File: config.mk
export PLATFORM = sky130hd
export DESIGN_NAME = irq_arbiter
export DESIGN_NICKNAME = d
export VERILOG_FILES = /design/src/rtl/irq_pkg.sv /design/src/rtl/irq_edge_det.sv /design/src/rtl/irq_prio_enc.sv /design/src/rtl/irq_arbiter.sv
export SDC_FILE = /design/constraint.sdc
export NUM_CORES = 1
export LEC_CHECK = 0
export BUFFER_PORTS_ARGS = -buffer_cell sky130_fd_sc_hd__buf_4
export CORE_ASPECT_RATIO = 0.6
export CORE_MARGIN = 2
export CORE_UTILIZATION = 25
export CTS_CLUSTER_DIAMETER = 120
export DETAILED_ROUTE_END_ITERATION = 12
export SLEW_MARGIN = 20
export SYNTH_ARGS = -nofsm -noshare
export SYNTH_HDL_FRONTEND = slang
export SYNTH_SLANG_ARGS = --single-unit
File: constraint.sdc
create_clock -name clk -period 6.22 [get_ports clk]
set_input_delay 0.622 -clock clk [delete_from_list [all_inputs] [get_ports clk]]
set_output_delay 0.622 -clock clk [all_outputs]
set_load 0.02 [all_outputs]
File: src/rtl/irq_pkg.sv
package irq_pkg;
   typedef enum logic [1:0] {
      RA_ENABLE  = 2'd0,
      RA_REQUEST = 2'd1,
      RA_EDGE    = 2'd2,
      RA_CTRL    = 2'd3
   } reg_addr_e;
endpackage

File: src/rtl/irq_edge_det.sv
module irq_edge_det #(
   parameter int N_PIN = 5,
   parameter int N_SEL = 4,
   parameter int SYNC  = 2
) (
   input  logic             clk,
   input  logic             rst_n,
   input  logic [N_PIN-1:0] pin_i,
   input  logic [N_SEL-1:0] pol_i,
   output logic [N_PIN-1:0] edge_o
);
   if (SYNC < 2) begin : g_bad_sync
      $error("irq_edge_det: SYNC must be at least 2");
   end

   for (genvar p = 0; p < N_PIN; p++) begin : g_pin
      logic [SYNC-1:0] sh_q;
      logic            pol;
      logic            eff;
      logic            eff_q;

      if (p < N_SEL) begin : g_sel
         assign pol = pol_i[p];
      end else begin : g_fix
         assign pol = 1'b0;
      end

      // active level under the current polarity; a polarity change alone may look like an edge
      assign eff = sh_q[SYNC-1] ^ pol;

      always_ff @(posedge clk or negedge rst_n) begin
         if (!rst_n) begin
            sh_q  <= '0;
            eff_q <= 1'b0;
         end else begin
            sh_q  <= {sh_q[SYNC-2:0], pin_i[p]};
            eff_q <= eff;
         end
      end

      assign edge_o[p] = eff & ~eff_q;
   end
endmodule

File: src/rtl/irq_prio_enc.sv
module irq_prio_enc #(
   parameter int W  = 23,
   localparam int IW = (W > 1) ? $clog2(W) : 1
) (
   input  logic [W-1:0]  req_i,
   output logic          found_o,
   output logic [IW-1:0] idx_o
);
   always_comb begin
      found_o = 1'b0;
      idx_o   = '0;
      for (int i = W - 1; i >= 0; i--) begin
         if (req_i[i]) begin
            found_o = 1'b1;
            idx_o   = IW'(i);
         end
      end
   end
endmodule

File: src/rtl/irq_arbiter.sv
module irq_arbiter #(
   parameter int N_EXT = 5,
   parameter int N_INT = 18,
   parameter int N_SEL = 4,
   parameter int SYNC  = 2,
   parameter int DW    = 32,
   localparam int NSRC  = N_EXT + N_INT,
   localparam int VEC_W = $clog2(NSRC + 1)
) (
   input  logic             clk,
   input  logic             rst_n,
   input  logic [N_EXT-1:0] ext_pin_i,
   input  logic [N_INT-1:0] int_evt_i,
   input  logic             brk_i,
   input  logic             reg_we_i,
   input  logic [1:0]       reg_addr_i,
   input  logic [DW-1:0]    reg_wdata_i,
   output logic [DW-1:0]    reg_rdata_o,
   input  logic             cpu_ack_i,
   output logic             irq_pend_o,
   output logic             irq_take_o,
   output logic [VEC_W-1:0] irq_vec_o
);
   import irq_pkg::*;

   localparam int IW = (NSRC > 1) ? $clog2(NSRC) : 1;

   if (NSRC > DW) begin : g_bad_dw
      $error("irq_arbiter: DW too narrow for the source count");
   end
   if (N_SEL < 1 || N_SEL > N_EXT) begin : g_bad_sel
      $error("irq_arbiter: N_SEL must lie in 1..N_EXT");
   end

   logic [NSRC-1:0]  req_q, en_q, hw_set, sw_clr, take_clr;
   logic [N_SEL-1:0] sel_q;
   logic [N_EXT-1:0] ext_edge;
   logic             i_flag_q, brk_q;
   logic             found, accept;
   logic [IW-1:0]    win_idx;
   logic             wr_en, wr_req, wr_sel, wr_ctl;
   logic             unused_wdata;

   assign unused_wdata = ^reg_wdata_i;

   irq_edge_det #(.N_PIN(N_EXT), .N_SEL(N_SEL), .SYNC(SYNC)) u_edge (
      .clk    (clk),
      .rst_n  (rst_n),
      .pin_i  (ext_pin_i),
      .pol_i  (sel_q),
      .edge_o (ext_edge)
   );

   irq_prio_enc #(.W(NSRC)) u_enc (
      .req_i   (req_q & en_q),
      .found_o (found),
      .idx_o   (win_idx)
   );

   assign hw_set = {int_evt_i, ext_edge};

   assign wr_en  = reg_we_i && (reg_addr_i == RA_ENABLE);
   assign wr_req = reg_we_i && (reg_addr_i == RA_REQUEST);
   assign wr_sel = reg_we_i && (reg_addr_i == RA_EDGE);
   assign wr_ctl = reg_we_i && (reg_addr_i == RA_CTRL);

   assign sw_clr     = wr_req ? ~reg_wdata_i[NSRC-1:0] : '0;
   assign irq_pend_o = brk_q | (~i_flag_q & found);
   assign accept     = cpu_ack_i & irq_pend_o;
   assign take_clr   = (accept && !brk_q && found) ? (NSRC'(1) << win_idx) : '0;

   always_ff @(posedge clk or negedge rst_n) begin
      if (!rst_n) begin
         req_q      <= '0;
         en_q       <= '0;
         sel_q      <= '0;
         i_flag_q   <= 1'b1;
         brk_q      <= 1'b0;
         irq_take_o <= 1'b0;
         irq_vec_o  <= '0;
      end else begin
         // hardware set overrides both clear paths
         req_q <= (req_q & ~sw_clr & ~take_clr) | hw_set;
         if (wr_en)  en_q  <= reg_wdata_i[NSRC-1:0];
         if (wr_sel) sel_q <= reg_wdata_i[N_SEL-1:0];
         if (accept)      i_flag_q <= 1'b1;
         else if (wr_ctl) i_flag_q <= reg_wdata_i[0];
         brk_q      <= brk_i | (brk_q & ~accept);
         irq_take_o <= accept;
         if (accept) begin
            irq_vec_o <= brk_q ? '0 : (VEC_W'(win_idx) + VEC_W'(1));
         end
      end
   end

   always_comb begin
      reg_rdata_o = '0;
      unique case (reg_addr_i)
         RA_ENABLE:  reg_rdata_o[NSRC-1:0]  = en_q;
         RA_REQUEST: reg_rdata_o[NSRC-1:0]  = req_q;
         RA_EDGE:    reg_rdata_o[N_SEL-1:0] = sel_q;
         default:    reg_rdata_o[0]         = i_flag_q;
      endcase
   end
endmodule

Yosys cells after proc, flatten, opt, wreduce, memory -nomap -nowiden:

Cells that the tools add are included.

* flip-flop bits (word level): 73
* latch bits: 0
* memory bits (writable): 0
* memory bits (read-only): 0
* input bits: 62
* output and inout port bits: 39
* word-level logic and storage cells: 113
* memories kept: 0

* $add $sub $neg: 1
* multiply operators: 0
* divide/modulo/power cells: 0
* $lt $le $gt $ge: 0
* equality and inequality tests: 3
* shifts and indexed selects: 1
* muxes and demuxes: 54
* bitwise gates (word level): 28
* reduce and logical (&&, ||, !) cells: 9

Operator list (number)
* $mux 5: 24
* $and 23x23->23: 3
* $not 23->23: 3
* $mux 23: 2
* $pmux 19 s2: 1
* $mux 1: 25
* $or 23x23->23: 1
* $shl 1x5->23 const A: 1
* $pmux 3 s3: 1
* $and 1x1->1: 8
* $not 1->1: 7
* $logic_and 1x1->1: 6
* $add 5x1->5 const B: 1
* $eq 2x2->1 const B: 2
* $xor 1x1->1: 4
* $pmux 1 s3: 1
* $eq 2x1->1 const B: 1
* $logic_not 2->1: 1
* $or 1x1->1: 2
* $reduce_bool 2->1: 1
* $logic_not 1->1: 1

Longest topological paths before layout:

* depth in word-level cells: 33
* mapped depth: 10
* gate-level depth less buffers: 10

Cells and area by module:

From an unflattened synthesis, not the netlist that was laid out.

* cells, all modules: 364
* area total of the unflattened synthesis: 3891.2 um^2

By module, submodules not included
* irq_arbiter: times used 1, cells each 295, area an instance 3171.8 um^2, sequential area each 1452.6 um^2
* irq_edge_det: times used 1, cells each 24, area an instance 451.7 um^2, sequential area each 375.4 um^2
* irq_prio_enc: times used 1, cells each 45, area an instance 267.8 um^2, sequential area each 0.0 um^2

Worst setup path before layout:

No wires, ideal clock.

* path type: input port to output port
* start point: input port reg_addr_i[0]
* end point: output port reg_rdata_o[11]
* data arrival time: 1849 ps
* data required time: 5598 ps
* slack: 3749 ps
* stages on the path: 4
* path buffers: 2
* cells stage by stage: clkbuf_1 clkbuf_1 mux2i_1 nor2_1

* word-level cells in the longest chain between the ends: 2
* elaborated cells on any way between the ends: 3
* classes of those cells: eq/ne: 1; mux: 1; reduce/logical: 1

RTL lines
* start: declaration: RTL line irq_arbiter.sv:16 `input logic [1:0] reg_addr_i,`
* $eq 2x1->1 or $logic_not 2->1 (tied branches): RTL line irq_arbiter.sv:98 `unique case (reg_addr_i)`
* $pmux 19 s2 *: RTL line irq_arbiter.sv:98
* end: declaration: RTL line irq_arbiter.sv:18 `output logic [DW-1:0] reg_rdata_o,`

Every way passes the cells marked *; elsewhere a longest branch is shown, timed or not.

Worst setup path in the final report:

* start point: register en_q[19]
* end point: register req_q[8]

* word-level cells in the longest chain between the ends: 30
* elaborated cells on any way between the ends: 51
* classes of those cells: shift: 1; mux: 41; bitwise: 7; reduce/logical: 2

RTL lines
* start: declaration: RTL line irq_arbiter.sv:35 `logic [NSRC-1:0] req_q, en_q, hw_set, sw_clr, take_clr;`
* start signal: assignment: RTL line irq_arbiter.sv:84 `if (wr_en) en_q <= reg_wdata_i[NSRC-1:0];`
* $and 23x23->23 *: RTL line irq_arbiter.sv:55 `.req_i (req_q & en_q),`
* $mux 1 (20 in series): RTL line irq_prio_enc.sv:13 `if (req_i[i]) begin`
* $and 1x1->1: RTL line irq_arbiter.sv:68 `assign irq_pend_o = brk_q | (~i_flag_q & found);`
* $or 1x1->1: RTL line irq_arbiter.sv:68
* $and 1x1->1: RTL line irq_arbiter.sv:69 `assign accept = cpu_ack_i & irq_pend_o;`
* $logic_and 1x1->1 (2 in series): RTL line irq_arbiter.sv:70 `assign take_clr = (accept && !brk_q && found) ? (NSRC'(1) << win_idx) : '0;`
* $mux 23 *: RTL line irq_arbiter.sv:70
* $not 23->23 *: RTL line irq_arbiter.sv:83 `req_q <= (req_q & ~sw_clr & ~take_clr) | hw_set;`
* $and 23x23->23 *: RTL line irq_arbiter.sv:83
* $or 23x23->23 *: RTL line irq_arbiter.sv:83
* end signal: assignment: RTL line irq_arbiter.sv:83
* end: declaration: RTL line irq_arbiter.sv:35

Marked as above.
A chain may end at the register's enable or synchronous reset.

==> summary.txt <==
Critical path
  • CP max-delay cell: dfrtp_1
  • Setup crit start kind: flop
  • Worst EP arrival: 2.89 ns
  • Crit path max fanout: 5
  • CP Buf/Inv Count: 1
  • Crit path kind: flop to flop
  • Largest delay contributor family on the critical path: compound AO/OA/AOI/OAI gates
  • Crit path cell chain: a22o_1 > a31oi_1 > o21ai_0 > a221oi_1 > nor2b_1 > inv_1 > ha_1 > nand2_1 > o221ai_1 > nand2b_1
  • Critical Path Max Stage Delay: around 0.42 ns
  • WP data required: about 6.4 ns
  • Crit. End Element: flop
  • Crit Reg-Reg Startpoint: en_q[19]$_DFFE_PN0P_
  • CP startpoint: en_q[19]$_DFFE_PN0P_

CTS
  • H-tree levels: 3
  • Clock Path Buffers: 2
  • Root Buffer: clkbuf_16
  • Insertion delay to the later sink of the worst-skew pair: ~0.34 ns
  • Clock-pin slew on the worst setup and hold paths: ~0.060 ns
  • Post-CTS resize count: 0
  • Clk sinks: 73
  • Post-CTS setup buffers: 0
  • Num CTS Buffers: 9
  • CTS tree: built
  • CTS Hold Bufs: 0

Yosys
  • Mapped Area: around 3800 um2
  • Distinct cells, synth: 52
  • Avg Cell Area, Syn: 10.7 um2
  • Ys async rst share: 100%
  • Post-synth EDFFs: 0
  • Ys flop type: dfrtp_1
  • Flops & latches, synth: 73
  • Post-synthesis sequential area ratio: between 40% and 50%
  • Ys Warns: 0
  • Mapped Cells: about 350

Cells and area
  • Final instance area: ~4900 um2
  • Final Util: between 30% and 40%
  • Layout cell share with drive strength beyond 1: approximately a third
  • Ant. Diodes: 0
  • Final #Nets: between 500 and 600
  • Fillers: 1526
  • Synth-to-Final Area Change: 28.1%

Route
  • DRT Wirelength: roughly 11 mm
  • DR vias: 3098
  • DRC viols: 0
  • Via density: between 4 and 5
  • WL/cell: 17.9 um
  • Metal2 WL: between 4 and 5 mm
  • Top sig layer: met4
  • DRT iter0 DRCs: between 200 and 250
  • M1 wire length: 5.71 mm
  • Detail Route Antenna Nets: 0
  • Drt first pass iters: 5
  • Met3 wire length: between 1 and 1.5 mm

STA
  • Count of final max-slew check failures: 0
  • RSZ-0062 raised after global routing: no
  • Fmax: between 300 and 400 MHz
  • Tcrit/Tclk final: between 40 and 50%
  • Slew Limit Headroom: ~34%
  • TNS Setup: 0 ns
  • Setup Skew: 0.00636 ns
  • Crit path time final: 2.68 ns
  • Final setup fails: 0
  • Actual slew at the worst max-slew pin: just under 1 ns
  • Fin. Hold Viols: 0

GRT
  • Gr ovfl total: 0
  • First-pass GRT wire length: 17.8 mm
  • Largest net degree at the start of global routing: 74
  • Antenna violations before repair: 0
  • GRT Total Usage: between 10% and 20%
  • Vias in the first global route: 3023

Worst hold path
  • Hold Crit Class: flop to flop
  • Hold_sp: u_edge.g_pin[1].sh_q[0]$_DFF_PN0_

Floorplan
  • Die area: roughly 16000 um2
  • Die H: slightly below 100 um
  • Number of top-level pins: 101
  • Starting density of the core: between 20 and 30%
  • CORE AREA: 14700 um2
  • Die span in x: 163 um
  • Site Rows: 34

Power and ir drop
  • Power density over the cells: a little over 300 nW/um2
  • VDD IR-drop max: approximately 0.13 mV
  • Leakage: between 2 and 2.5 nW
  • Clock Power Share: between 30% and 40%
  • Sw frac: approximately a third
  • Flop pwr share: 39.5%
  • Sw power: just under 0.5 mW
  • Logic pwr share: roughly a quarter
  • Internal: around 1 mW

Place
  • Dpl hpwl: roughly 8.5 mm
  • RePlAce Congestion: about 0.85
  • I/O Buffers: 82
  • Cell Area, Placed: around 4600 um2

Status
  • Outcome: finished, final reports clean

Job
  • Max-capacitance violation count: 0
## synth_stat cells (all sizes together) (3+ instances only)
master   n  area share (%)
mux2i   24             6.3
nand2b   6            0.99
nor2    25             2.5
a32o     3            0.79
dfrtp   72              47
inv      9            0.89
nand3    6            0.92
o221ai   3            0.69
a22o     7             1.6
buf     14             2.8
a21oi   12             1.6
nor3     4            0.82
or2     12             2.0
nand2   34             3.4
a21o     5            0.99
xor2     4            0.92
mux2    27             8.0
clkbuf   8            0.79
a22oi    4            0.79
a31oi   10             1.6
ha       6             2.0
o21ai   25             3.3
o21bai   4            0.79
## through the flow
stage / hold WS [ns] / worst slack [ns] / std cells / power [mW]
3_5_place_dp: 0.344 / 3.43 / 621 / 0.986
4_1_cts: 0.359 / 3.56 / 637 / 1.51
2_1_floorplan: 0.326 / 3.75 / 362 / 0.831
5_1_grt: 0.362 / 3.29 / 637 / 1.58
3_3_place_gp: 0.333 / 3.40 / 621 / 0.976
6_report: 0.354 / 3.54 / 637 / 1.50
## flip-flops by register name, indices dropped and copies added, names as in the netlist
register and count:
sel_q 4, irq_vec_o 5, irq_take_o 1, u_edge.g_pin.sh_q 10, en_q 23, i_flag_q 1, req_q 23, brk_q 1
u_edge.g_pin.eff_q 5
## final cells by class
cell class | instances | area, um2 | share of cell area [%]
Clock buffer | 10 | 229 | 4.71
Clock inverter | 6 | 66.3 | 1.36
Inverter | 10 | 42.5 | 0.875
Multi-Input combinational cell | 257 | 1820 | 37.5
Sequential cell | 73 | 1830 | 37.6
Tap cell | 198 | 248 | 5.10
Timing Repair Buffer | 83 | 623 | 12.8
## worst reg2reg max path: stages (launching register included)
cell      delay (ns)
dfrtp_1         0.42
a22o_1          0.25
a31oi_1         0.22
o21ai_0         0.18
a221oi_1        0.37
nor2b_1         0.17
inv_1           0.11
ha_1            0.38
nand2_1         0.14
o221ai_1        0.23
nand2b_1        0.09
## logic make-up (layout without fill, tap and decap cells)
family / Yosys count / count (layout) / share of synthesized area (%)
buf+inv: 32 / 109 / 4.68
xor+xnor: 4 / 4 / 0.923
simple gates: 99 / 99 / 13.4
flops: 73 / 73 / 48.2
other cells: 1 / 9 / 0.0988
compound gates: 87 / 87 / 15.8
fa+ha+maj: 6 / 6 / 1.98
mux: 52 / 52 / 14.9
## cell usage in the layout, fill, tap and decap left out, types with 3 or more instances in the layout
master	n
a22o_1	7
clkinv_4	3
o21ai_0	25
dfrtp_1	72
a31oi_1	10
o21bai_1	4
a21o_1	5
xor2_1	4
a22oi_1	4
nor3_1	3
a21oi_1	12
or2_2	3
a32o_1	3
mux2_2	27
buf_4	83
nand3_1	5
mux2i_1	24
or2_1	9
clkbuf_16	9
inv_1	9
nand2b_1	6
ha_1	6
conb_1	9
o221ai_1	3
nor2_1	25
nand2_1	34
## final timing paths
check	slack [ns]	to	cells past startpoint
min in group asynchronous	0.42	en_q[9]$_DFFE_PN0P_	1
setup / recovery	3.54	req_q[8]$_DFF_PN0_	10
max in group asynchronous	5.14	brk_q$_DFF_PN0_	1
hold / removal	0.35	u_edge.g_pin[1].sh_q[1]$_DFF_PN0_	0
setup reg to reg	3.54	req_q[8]$_DFF_PN0_	10
hold reg to reg	0.35	u_edge.g_pin[1].sh_q[1]$_DFF_PN0_	0
## metal layers
layer,up-vias,track usage [%]
met5,-,0
met4,0,2.72
met3,7,4.96
met2,137,20.0
met1,1531,22.4
li1,1423,-
## power by group through the flow
stage,logic (mW),clock network (mW),registers (mW)
final,0.387,0.519,0.592
after global routing,0.424,0.554,0.602
after CTS,0.389,0.532,0.591
after detailed placement,0.386,0,0.600
after global placement,0.380,0,0.596
after floorplan,0.243,0,0.588
Power figures use the tool's default switching activity.
